==> config.mk <==
export PLATFORM = sky130hd
export DESIGN_NAME = cfmt_opdec
export DESIGN_NICKNAME = d
export VERILOG_FILES = /design/src/rtl/cfmt_pkg.sv /design/src/rtl/cfmt_class_dec.sv /design/src/rtl/cfmt_ea_unit.sv /design/src/rtl/cfmt_opdec.sv
export SDC_FILE = /design/constraint.sdc
export NUM_CORES = 1
export LEC_CHECK = 0
export ABC_AREA = 0
export BUFFER_PORTS_ARGS = -buffer_cell sky130_fd_sc_hd__buf_2
export CAP_MARGIN = 20
export CORE_MARGIN = 2
export CORE_UTILIZATION = 57
export CTS_CLUSTER_SIZE = 28
export DETAILED_ROUTE_END_ITERATION = 10
export PLACE_DENSITY = 0.86
export SLEW_MARGIN = 10
export SYNTH_ARGS = -nofsm -noshare
export SYNTH_HDL_FRONTEND = slang
export SYNTH_HIERARCHICAL = 1
export SYNTH_SLANG_ARGS = --single-unit
==> constraint.sdc <==
create_clock -name clk -period 0.8 [get_ports clk]
set_clock_uncertainty 0.1 [all_clocks]
set_input_delay 0.08 -clock clk [delete_from_list [all_inputs] [get_ports clk]]
set_output_delay 0.08 -clock clk [all_outputs]
set_load 0.01 [all_outputs]
==> src/rtl/cfmt_pkg.sv <==
package cfmt_pkg;

    // register file shape fixed by the 3-bit register fields
    localparam int REG_SEL_W = 3;
    localparam int NREG      = 1 << REG_SEL_W;

    // operand addressing modes
    localparam logic [1:0] AM_REG  = 2'b00;
    localparam logic [1:0] AM_IDX  = 2'b01;
    localparam logic [1:0] AM_IND  = 2'b10;
    localparam logic [1:0] AM_PINC = 2'b11;

    typedef enum logic [2:0] {
        KIND_BYTE   = 3'd0,
        KIND_HALF   = 3'd1,
        KIND_WORD   = 3'd2,
        KIND_SINGLE = 3'd3,
        KIND_DOUBLE = 3'd4,
        KIND_BAD    = 3'd5
    } opkind_e;

    // opcode halfword, most significant field first
    typedef struct packed {
        logic [5:0]           opc;
        logic [1:0]           mode_a;
        logic [REG_SEL_W-1:0] reg_a;
        logic [1:0]           mode_b;
        logic [REG_SEL_W-1:0] reg_b;
    } ophw_t;

endpackage

==> src/rtl/cfmt_class_dec.sv <==
module cfmt_class_dec
    import cfmt_pkg::*;
(
    input  logic [5:0] opc,
    input  logic       wide_sel,
    output opkind_e    kind,
    output logic [3:0] nbytes,
    output logic       bad
);

    always_comb begin
        bad    = 1'b0;
        kind   = KIND_BAD;
        nbytes = 4'd0;
        unique case (opc[5:4])
            2'b00: begin
                kind   = KIND_BYTE;
                nbytes = 4'd1;
            end
            2'b01: begin
                kind   = wide_sel ? KIND_WORD : KIND_HALF;
                nbytes = wide_sel ? 4'd4 : 4'd2;
            end
            2'b10: begin
                kind   = opc[3] ? KIND_DOUBLE : KIND_SINGLE;
                nbytes = opc[3] ? 4'd8 : 4'd4;
            end
            default: begin
                bad = 1'b1;
            end
        endcase
    end

endmodule

==> src/rtl/cfmt_ea_unit.sv <==
module cfmt_ea_unit
    import cfmt_pkg::*;
#(
    parameter int AW = 32,
    parameter int CW = 16
) (
    input  logic [1:0]           mode,
    input  logic [REG_SEL_W-1:0] rsel,
    input  logic [CW-1:0]        konst,
    input  logic [NREG*AW-1:0]   rf,
    input  logic [3:0]           nbytes,
    output logic [AW-1:0]        ea,
    output logic                 wb_en,
    output logic [AW-1:0]        wb_val
);

    localparam int LONG_W  = CW - 1;
    localparam int SHORT_W = CW - 1 - REG_SEL_W;

    logic [REG_SEL_W-1:0] bsel;
    logic [AW-1:0]        r_sel;
    logic [AW-1:0]        r_base;
    logic [AW-1:0]        r_zero;
    logic [AW-1:0]        idx_term;
    logic [AW-1:0]        base_term;
    logic [AW-1:0]        disp;

    assign bsel = konst[CW-2 -: REG_SEL_W];

    always_comb begin
        r_sel  = rf[int'(rsel) * AW +: AW];
        r_base = rf[int'(bsel) * AW +: AW];
        r_zero = rf[AW-1:0];

        // a zero register field in indexed mode means no index term
        idx_term = (rsel != '0) ? r_sel : '0;

        if (!konst[CW-1]) begin
            base_term = r_zero;
            disp      = AW'(konst[LONG_W-1:0]);
        end else begin
            base_term = (bsel != '0) ? r_base : '0;
            disp      = AW'(konst[SHORT_W-1:0]);
        end

        unique case (mode)
            AM_REG:  ea = '0;
            AM_IDX:  ea = idx_term + base_term + disp;
            default: ea = r_sel;
        endcase

        wb_en  = (mode == AM_PINC);
        wb_val = r_sel + AW'(nbytes);
    end

endmodule

==> src/rtl/cfmt_opdec.sv <==
module cfmt_opdec
    import cfmt_pkg::*;
#(
    parameter int AW = 32,
    parameter int CW = 16
) (
    input  logic                 clk,
    input  logic                 rst_n,
    input  logic                 in_valid,
    input  logic [15:0]          insn_hw,
    input  logic [CW-1:0]        const_a,
    input  logic [CW-1:0]        const_b,
    input  logic                 wide_sel,
    input  logic [8*AW-1:0]      rf_flat,
    output logic                 out_valid,
    output logic [5:0]           op_code,
    output logic [2:0]           op_kind,
    output logic [3:0]           op_bytes,
    output logic                 illegal,
    output logic [1:0]           mode_a,
    output logic [2:0]           reg_a,
    output logic [1:0]           mode_b,
    output logic [2:0]           reg_b,
    output logic [AW-1:0]        ea_a,
    output logic [AW-1:0]        ea_b,
    output logic                 wb_a_en,
    output logic [2:0]           wb_a_reg,
    output logic [AW-1:0]        wb_a_val,
    output logic                 wb_b_en,
    output logic [2:0]           wb_b_reg,
    output logic [AW-1:0]        wb_b_val
);

    typedef struct packed {
        logic                 valid;
        logic [5:0]           opc;
        opkind_e              kind;
        logic [3:0]           nbytes;
        logic                 bad;
        logic [1:0]           mode_a;
        logic [REG_SEL_W-1:0] reg_a;
        logic [1:0]           mode_b;
        logic [REG_SEL_W-1:0] reg_b;
        logic [AW-1:0]        ea_a;
        logic [AW-1:0]        ea_b;
        logic                 wba_en;
        logic [AW-1:0]        wba_val;
        logic                 wbb_en;
        logic [AW-1:0]        wbb_val;
    } dec_st_t;

    ophw_t           hw;
    opkind_e         kind_w;
    logic [3:0]      nbytes_w;
    logic            bad_w;
    logic [AW-1:0]   ea_a_w;
    logic [AW-1:0]   ea_b_w;
    logic            wba_raw;
    logic            wbb_raw;
    logic [AW-1:0]   wba_val_w;
    logic [AW-1:0]   wbb_val_w;
    logic [NREG*AW-1:0] rf_b;
    dec_st_t         st_d;
    dec_st_t         st_q;

    assign hw = ophw_t'(insn_hw);

    cfmt_class_dec u_class (
        .opc      (hw.opc),
        .wide_sel (wide_sel),
        .kind     (kind_w),
        .nbytes   (nbytes_w),
        .bad      (bad_w)
    );

    cfmt_ea_unit #(.AW(AW), .CW(CW)) u_ea_a (
        .mode   (hw.mode_a),
        .rsel   (hw.reg_a),
        .konst  (const_a),
        .rf     (rf_flat),
        .nbytes (nbytes_w),
        .ea     (ea_a_w),
        .wb_en  (wba_raw),
        .wb_val (wba_val_w)
    );

    // operand B observes the register file after operand A's increment
    for (genvar k = 0; k < NREG; k++) begin : g_fwd
        assign rf_b[k*AW +: AW] = (wba_raw && (hw.reg_a == REG_SEL_W'(k)))
                                  ? wba_val_w : rf_flat[k*AW +: AW];
    end

    cfmt_ea_unit #(.AW(AW), .CW(CW)) u_ea_b (
        .mode   (hw.mode_b),
        .rsel   (hw.reg_b),
        .konst  (const_b),
        .rf     (rf_b),
        .nbytes (nbytes_w),
        .ea     (ea_b_w),
        .wb_en  (wbb_raw),
        .wb_val (wbb_val_w)
    );

    always_comb begin
        st_d         = st_q;
        st_d.valid   = in_valid;
        st_d.opc     = hw.opc;
        st_d.kind    = kind_w;
        st_d.nbytes  = nbytes_w;
        st_d.bad     = bad_w;
        st_d.mode_a  = hw.mode_a;
        st_d.reg_a   = hw.reg_a;
        st_d.mode_b  = hw.mode_b;
        st_d.reg_b   = hw.reg_b;
        st_d.ea_a    = ea_a_w;
        st_d.ea_b    = ea_b_w;
        st_d.wba_val = wba_val_w;
        st_d.wbb_val = wbb_val_w;
        st_d.wbb_en  = in_valid && !bad_w && wbb_raw;
        // the later writer to a shared register wins
        st_d.wba_en  = in_valid && !bad_w && wba_raw
                       && !(wbb_raw && (hw.reg_b == hw.reg_a));
    end

    always_ff @(posedge clk or negedge rst_n) begin
        if (!rst_n) begin
            st_q <= '0;
        end else begin
            st_q <= st_d;
        end
    end

    assign out_valid = st_q.valid;
    assign op_code   = st_q.opc;
    assign op_kind   = st_q.kind;
    assign op_bytes  = st_q.nbytes;
    assign illegal   = st_q.bad;
    assign mode_a    = st_q.mode_a;
    assign reg_a     = st_q.reg_a;
    assign mode_b    = st_q.mode_b;
    assign reg_b     = st_q.reg_b;
    assign ea_a      = st_q.ea_a;
    assign ea_b      = st_q.ea_b;
    assign wb_a_en   = st_q.wba_en;
    assign wb_a_reg  = st_q.reg_a;
    assign wb_a_val  = st_q.wba_val;
    assign wb_b_en   = st_q.wbb_en;
    assign wb_b_reg  = st_q.reg_b;
    assign wb_b_val  = st_q.wbb_val;

endmodule

==> results of run 1 <==
## layer usage
metal / overflow / track usage, %
met1: 51 / 89.5
met3: 49 / 81.7
met4: 534 / 103
met2: 1299 / 113
met5: 4 / 57.1
## logic make-up after synthesis
logic type                 after synthesis  synth area share (%)
buffers and inverters                  198                  4.88
AOI/OAI and AO/OA                      394                  11.4
muxes                                  631                  42.4
adders and majority gates              134                  8.75
xor gates and xnor gates               114                  4.55
DFF                                    155                  17.6
and+or+nand+nor                        461                  10.4
## stage by stage
| stage | setup slack [ns] | utilization, % | hold WS (ns) |
|---|---|---|---|
| after floorplan | -5.47 | - | -0.316 |
| after global placement | -5.35 | 82.3 | -0.123 |
| after detailed placement | -5.94 | 82.3 | -0.118 |
| after CTS | -5.01 | 92.0 | -0.339 |
## synthesized netlist by cell type (15+ instances only)
cell type | count | area, um2
a21oi_1 | 64 | 320
nand2b_1 | 15 | 93.8
xor2_1 | 37 | 324
o22ai_1 | 36 | 225
buf_2 | 28 | 140
and2_1 | 22 | 138
mux4_1 | 26 | 683
a22oi_1 | 63 | 473
nor3_1 | 18 | 90.1
dfrtp_1 | 155 | 3880
mux2_2 | 370 | 4170
nand3_1 | 29 | 145
ha_1 | 100 | 1250
nand2_1 | 175 | 657
mux2_1 | 16 | 180
o21ai_0 | 112 | 561
xnor2_1 | 76 | 666
a21o_1 | 26 | 195
fa_1 | 34 | 681
mux2i_1 | 41 | 410
mux4_2 | 166 | 3740
inv_1 | 39 | 146
buf_6 | 20 | 225
nor2_1 | 105 | 394
buf_4 | 15 | 113
clkbuf_1 | 72 | 270
## what timing repair did
action,in CTS
pin swaps,132
gates cloned,17
endpoints found under the hold margin,184
hold buffers,12
buffers inserted,96
setup endpoints to repair,291
gates resized for setup,366
==> flow_summary.yaml, run 1 <==
grt:
  grt_pass1_vias: 39200
  grt.total_usage_pct: 95.4
  grt_max_degree: 34
  grt_overflow: 1937
  grt_pass1_wl_um: 291000
place:
  placed_cell_area_um2: 31700
  portBuffers: 468
  dp_cells: 3733
  place_hpwl_um: 93800
  gp_congestion: 1.11
synthesis:
  synth_cells: 2087
  synth_edf_count: 0
  synthArstFlopShare_pct: 100
  syn_nets: 2529
  syn_area_per_cell_um2: 10.6
  netlist_area_um2: 22100
  ys_ff_latch: 155
  ys_warn_count: 6
  synth.distinct_cells: 89
  ys_seq_area_share_pct: 17.6
  synth-main-ff-cell: "dfrtp_1"
clock_network:
  root_buffer: "clkbuf_16"
  cts_buffers: 17
  cts_buffer_depth: 2
  clock-sinks: 155
  h-tree-depth: 4
die:
  die_y_um: 201
  floorplan.rows: 72
  ios: 469
  fp.dieW_um: 201
  initial_core_util_pct: 57.4
outcome:
  haltStage: "global routing"
  stop_error: "[ERROR GRT-0116] Global routing finished with congestion. Check the congestion regions in the DRC Viewer."
  status: "did not finish"
==> run 2, diff against run 1 <==
Settings changed: CORE_UTILIZATION 57 to 40, CTS_CLUSTER_SIZE 28 to unset, PLACE_DENSITY 0.86 to unset, PLACE_DENSITY_LB_ADDON set to 0.15.
==> run 2 against run 1 <==
Net effect: the flow now finishes, with violations (negative hold slack, negative setup slack); area after synthesis is the same; synthesized cell count is the same.
==> flow_summary.yaml, run 2 <==
outcome:
  status: "complete, but fails checks"
  violations: "negative hold slack, negative setup slack"
critical_path:
  slowest_stage: "fa_1"
  cp_max_fo: 9
  cp_data_required_time_ns: 1.05
  path_class: "in2reg"
  critPathCaptureType: "flip-flop"
  critPathBufInv: 4
  crit_arrival_ns: 5.99
  cp_slowest_stage_delay_ns: 0.55
  critPathTopFamily: "multiplexers"
  cp_common_cell: "mux2_4"
  start_kind: "input port"
die:
  ios: 469
  floorplan.rows: 86
  die_y_um: 239
  dieArea_um2: 57100
  core_area_um2: 54900
  initial_core_util_pct: 40.3
  fp.dieW_um: 239
cells_and_area:
  drive_gt1_share_pct: 67.0
  seq_area_um2: 3880
  fin_cells: 4053
  layout.nets: 3774
  synthToLayoutAreaGrowth_pct: 58.1
  nFillCells: 4506
  final_common_cell: "buf_4"
  multiInputGateArea_um2: 19400
  final_cell_mix: "806 x buf_4, 459 x buf_2, 342 x mux2_2"
timing:
  post-route-min-period_ns: 5.74
  finalCritPeriodShare_pct: 717
  rsz0062_at_grt: "true"
  whs_ns: -0.163
  setup_viol: 294
  worst_slew_pin_slew_ns: 0.678
  worst_slack_ns: -4.94
  slew_headroom_pct: 54.6
  hold_viol: 12
  maxSlewViolCount: 0
  fmax_ghz: 0.174
synthesis:
  synth.distinct_cells: 89
  syn_nets: 2529
  netlist_area_um2: 22100
  synth_edf_count: 0
  synthArstFlopShare_pct: 100
  synth_cells: 2087
  yosys.area.top_type: "mux2_2"
  synth-main-ff-cell: "dfrtp_1"
  ys_seq_area_share_pct: 17.6
  ys_warn_count: 6
  synth.area.top_cells: "mux2_2 19%, dfrtp_1 18%, mux4_2 17%, ha_1 5.7%, mux4_1 3.1%"
  synth_top_area_share_pct: 18.9
  post-synth-top-count-cell: "mux2_2"
  synthTopCellsByCount: "370 x mux2_2, 175 x nand2_1, 166 x mux4_2"
  syn_area_per_cell_um2: 10.6
  ys_ff_latch: 155
power_and_ir_drop:
  clock_power_share_pct: 15.8
  ir_worst_vdd_v: 0.00178
  leakage_nw: 15.8
  fin_total_pwr_mw: 56.3
  p_comb_share_pct: 67.3
  power_frac_seq_pct: 16.9
  powerDensity_nw_per_um2: 1610
  p_sw_mw: 23.1
  swShare_pct: 41.1
  internal-power_mw: 33.2
drt:
  antenna_left: 0
  drt_wl_total_um: 111000
  routed-via-count: 23900
  drt_iter0_markers: 1751
  route.detailed.drc: 0
  detail_route.wl_per_cell_um: 27.5
  first_pass_iters: 5
  avgViaCountPerCell: 5.90
place:
  place_hpwl_um: 90200
  portBuffers: 468
  dp_cells: 3954
  pre_cts_slack_ns: -5.58
  gp_congestion: 1.03
flow_run:
  drv_cap: 0
grt:
  grt_pass1_vias: 24900
  grt_overflow: 0
  grt_max_degree: 35
  grt.total_usage_pct: 38.4
  antenna_found_initial: 9
  grt_pass1_wl_um: 160000
worst_hold_path:
  hold_start: "insn_hw[15]"
  hold_depth: 2
  hp-class: "in2reg"
  hold_end: "illegal$_DFF_PN0_"
clock_network:
  h-tree-depth: 4
  ctsHoldBuffers: 20
  cts_buffer_depth: 2
  cts_buffers: 17
  tritoncts: "done"
  clk_pin_slew_ns: 0.07
  root_buffer: "clkbuf_16"
  clock-sinks: 155
==> run 2: cell counts after synthesis <==
Identical to the previous run, type by type.
==> run 2: worst max path at each step <==
stage	startpoint	to	slack, ns	depth (start not counted)
5_1_grt	insn_hw[5]	ea_b[27]$_DFF_PN0_	-5.10	27
3_5_place_dp	insn_hw[5]	ea_b[30]$_DFF_PN0_	-5.58	24
6_report	insn_hw[5]	ea_b[20]$_DFF_PN0_	-4.94	25
2_1_floorplan	insn_hw[5]	ea_b[26]$_DFF_PN0_	-5.47	28
3_3_place_gp	insn_hw[5]	ea_b[30]$_DFF_PN0_	-5.48	24
4_1_cts	insn_hw[5]	ea_b[26]$_DFF_PN0_	-4.86	29
==> run 2: repair_timing <==
item / 4_1_cts / 5_1_grt
gates cloned: 3 / 1
pin swaps: 46 / 62
hold endpoints to repair: 195 / 17
setup buffers: 23 / 16
setup endpoints to repair: 289 / 294
resized for setup: 147 / 131
==> run 2: metrics by stage <==
stage               TNS (ns)  area, um2  util (%)
floorplan            -438.09      23200         -
global placement     -471.69      32300      58.8
detailed placement   -478.32      32300      58.8
CTS                  -445.20      34100      62.2
global route         -459.10      34900      63.6
finish               -442.32      34900      63.7
==> run 2: power by group through the flow <==
stage          Sequential [mW]  Clock, mW  Combinational (mW)
2_1_floorplan             10.4          0                17.5
3_3_place_gp              9.66          0                33.0
3_5_place_dp              9.67          0                33.3
4_1_cts                   9.54       9.08                35.6
5_1_grt                   9.64       9.39                40.2
6_report                  9.53       8.90                37.9
==> run 2: area by class of cell <==
type / count / share of cell area (%)
repair buffers: 1378 / 28.7
clock inverters: 15 / 0.555
clock buffers: 17 / 1.22
well taps: 704 / 2.52
multi-input cells: 1737 / 55.4
flip-flops and latches: 155 / 11.1
inverters: 43 / 0.509
diodes: 4 / 0.0287
==> run 2: logic make-up (layout without fill, tap and decap cells) <==
group | Yosys count | count (layout) | share of synthesized area (%)
other | 0 | 4 | 0
muxes | 631 | 631 | 42.4
DFF | 155 | 155 | 17.6
xor gates and xnor gates | 114 | 117 | 4.55
buffers and inverters | 198 | 1453 | 4.88
adders and majority gates | 134 | 134 | 8.75
AOI/OAI and AO/OA | 394 | 394 | 11.4
and+or+nand+nor | 461 | 461 | 10.4
==> run 2: metal layers <==
layer / global-route usage (%) / up-vias / part of all wire (%)
met4: 24.9 / 8 / 6.8
met1: 46.5 / 11900 / 39
met2: 63.8 / 1180 / 48
met5: 0 / - / 0.048
li1: - / 10500 / -
met3: 5.84 / 312 / 6.6
Note: power is estimated with default switching activity, not from simulation.
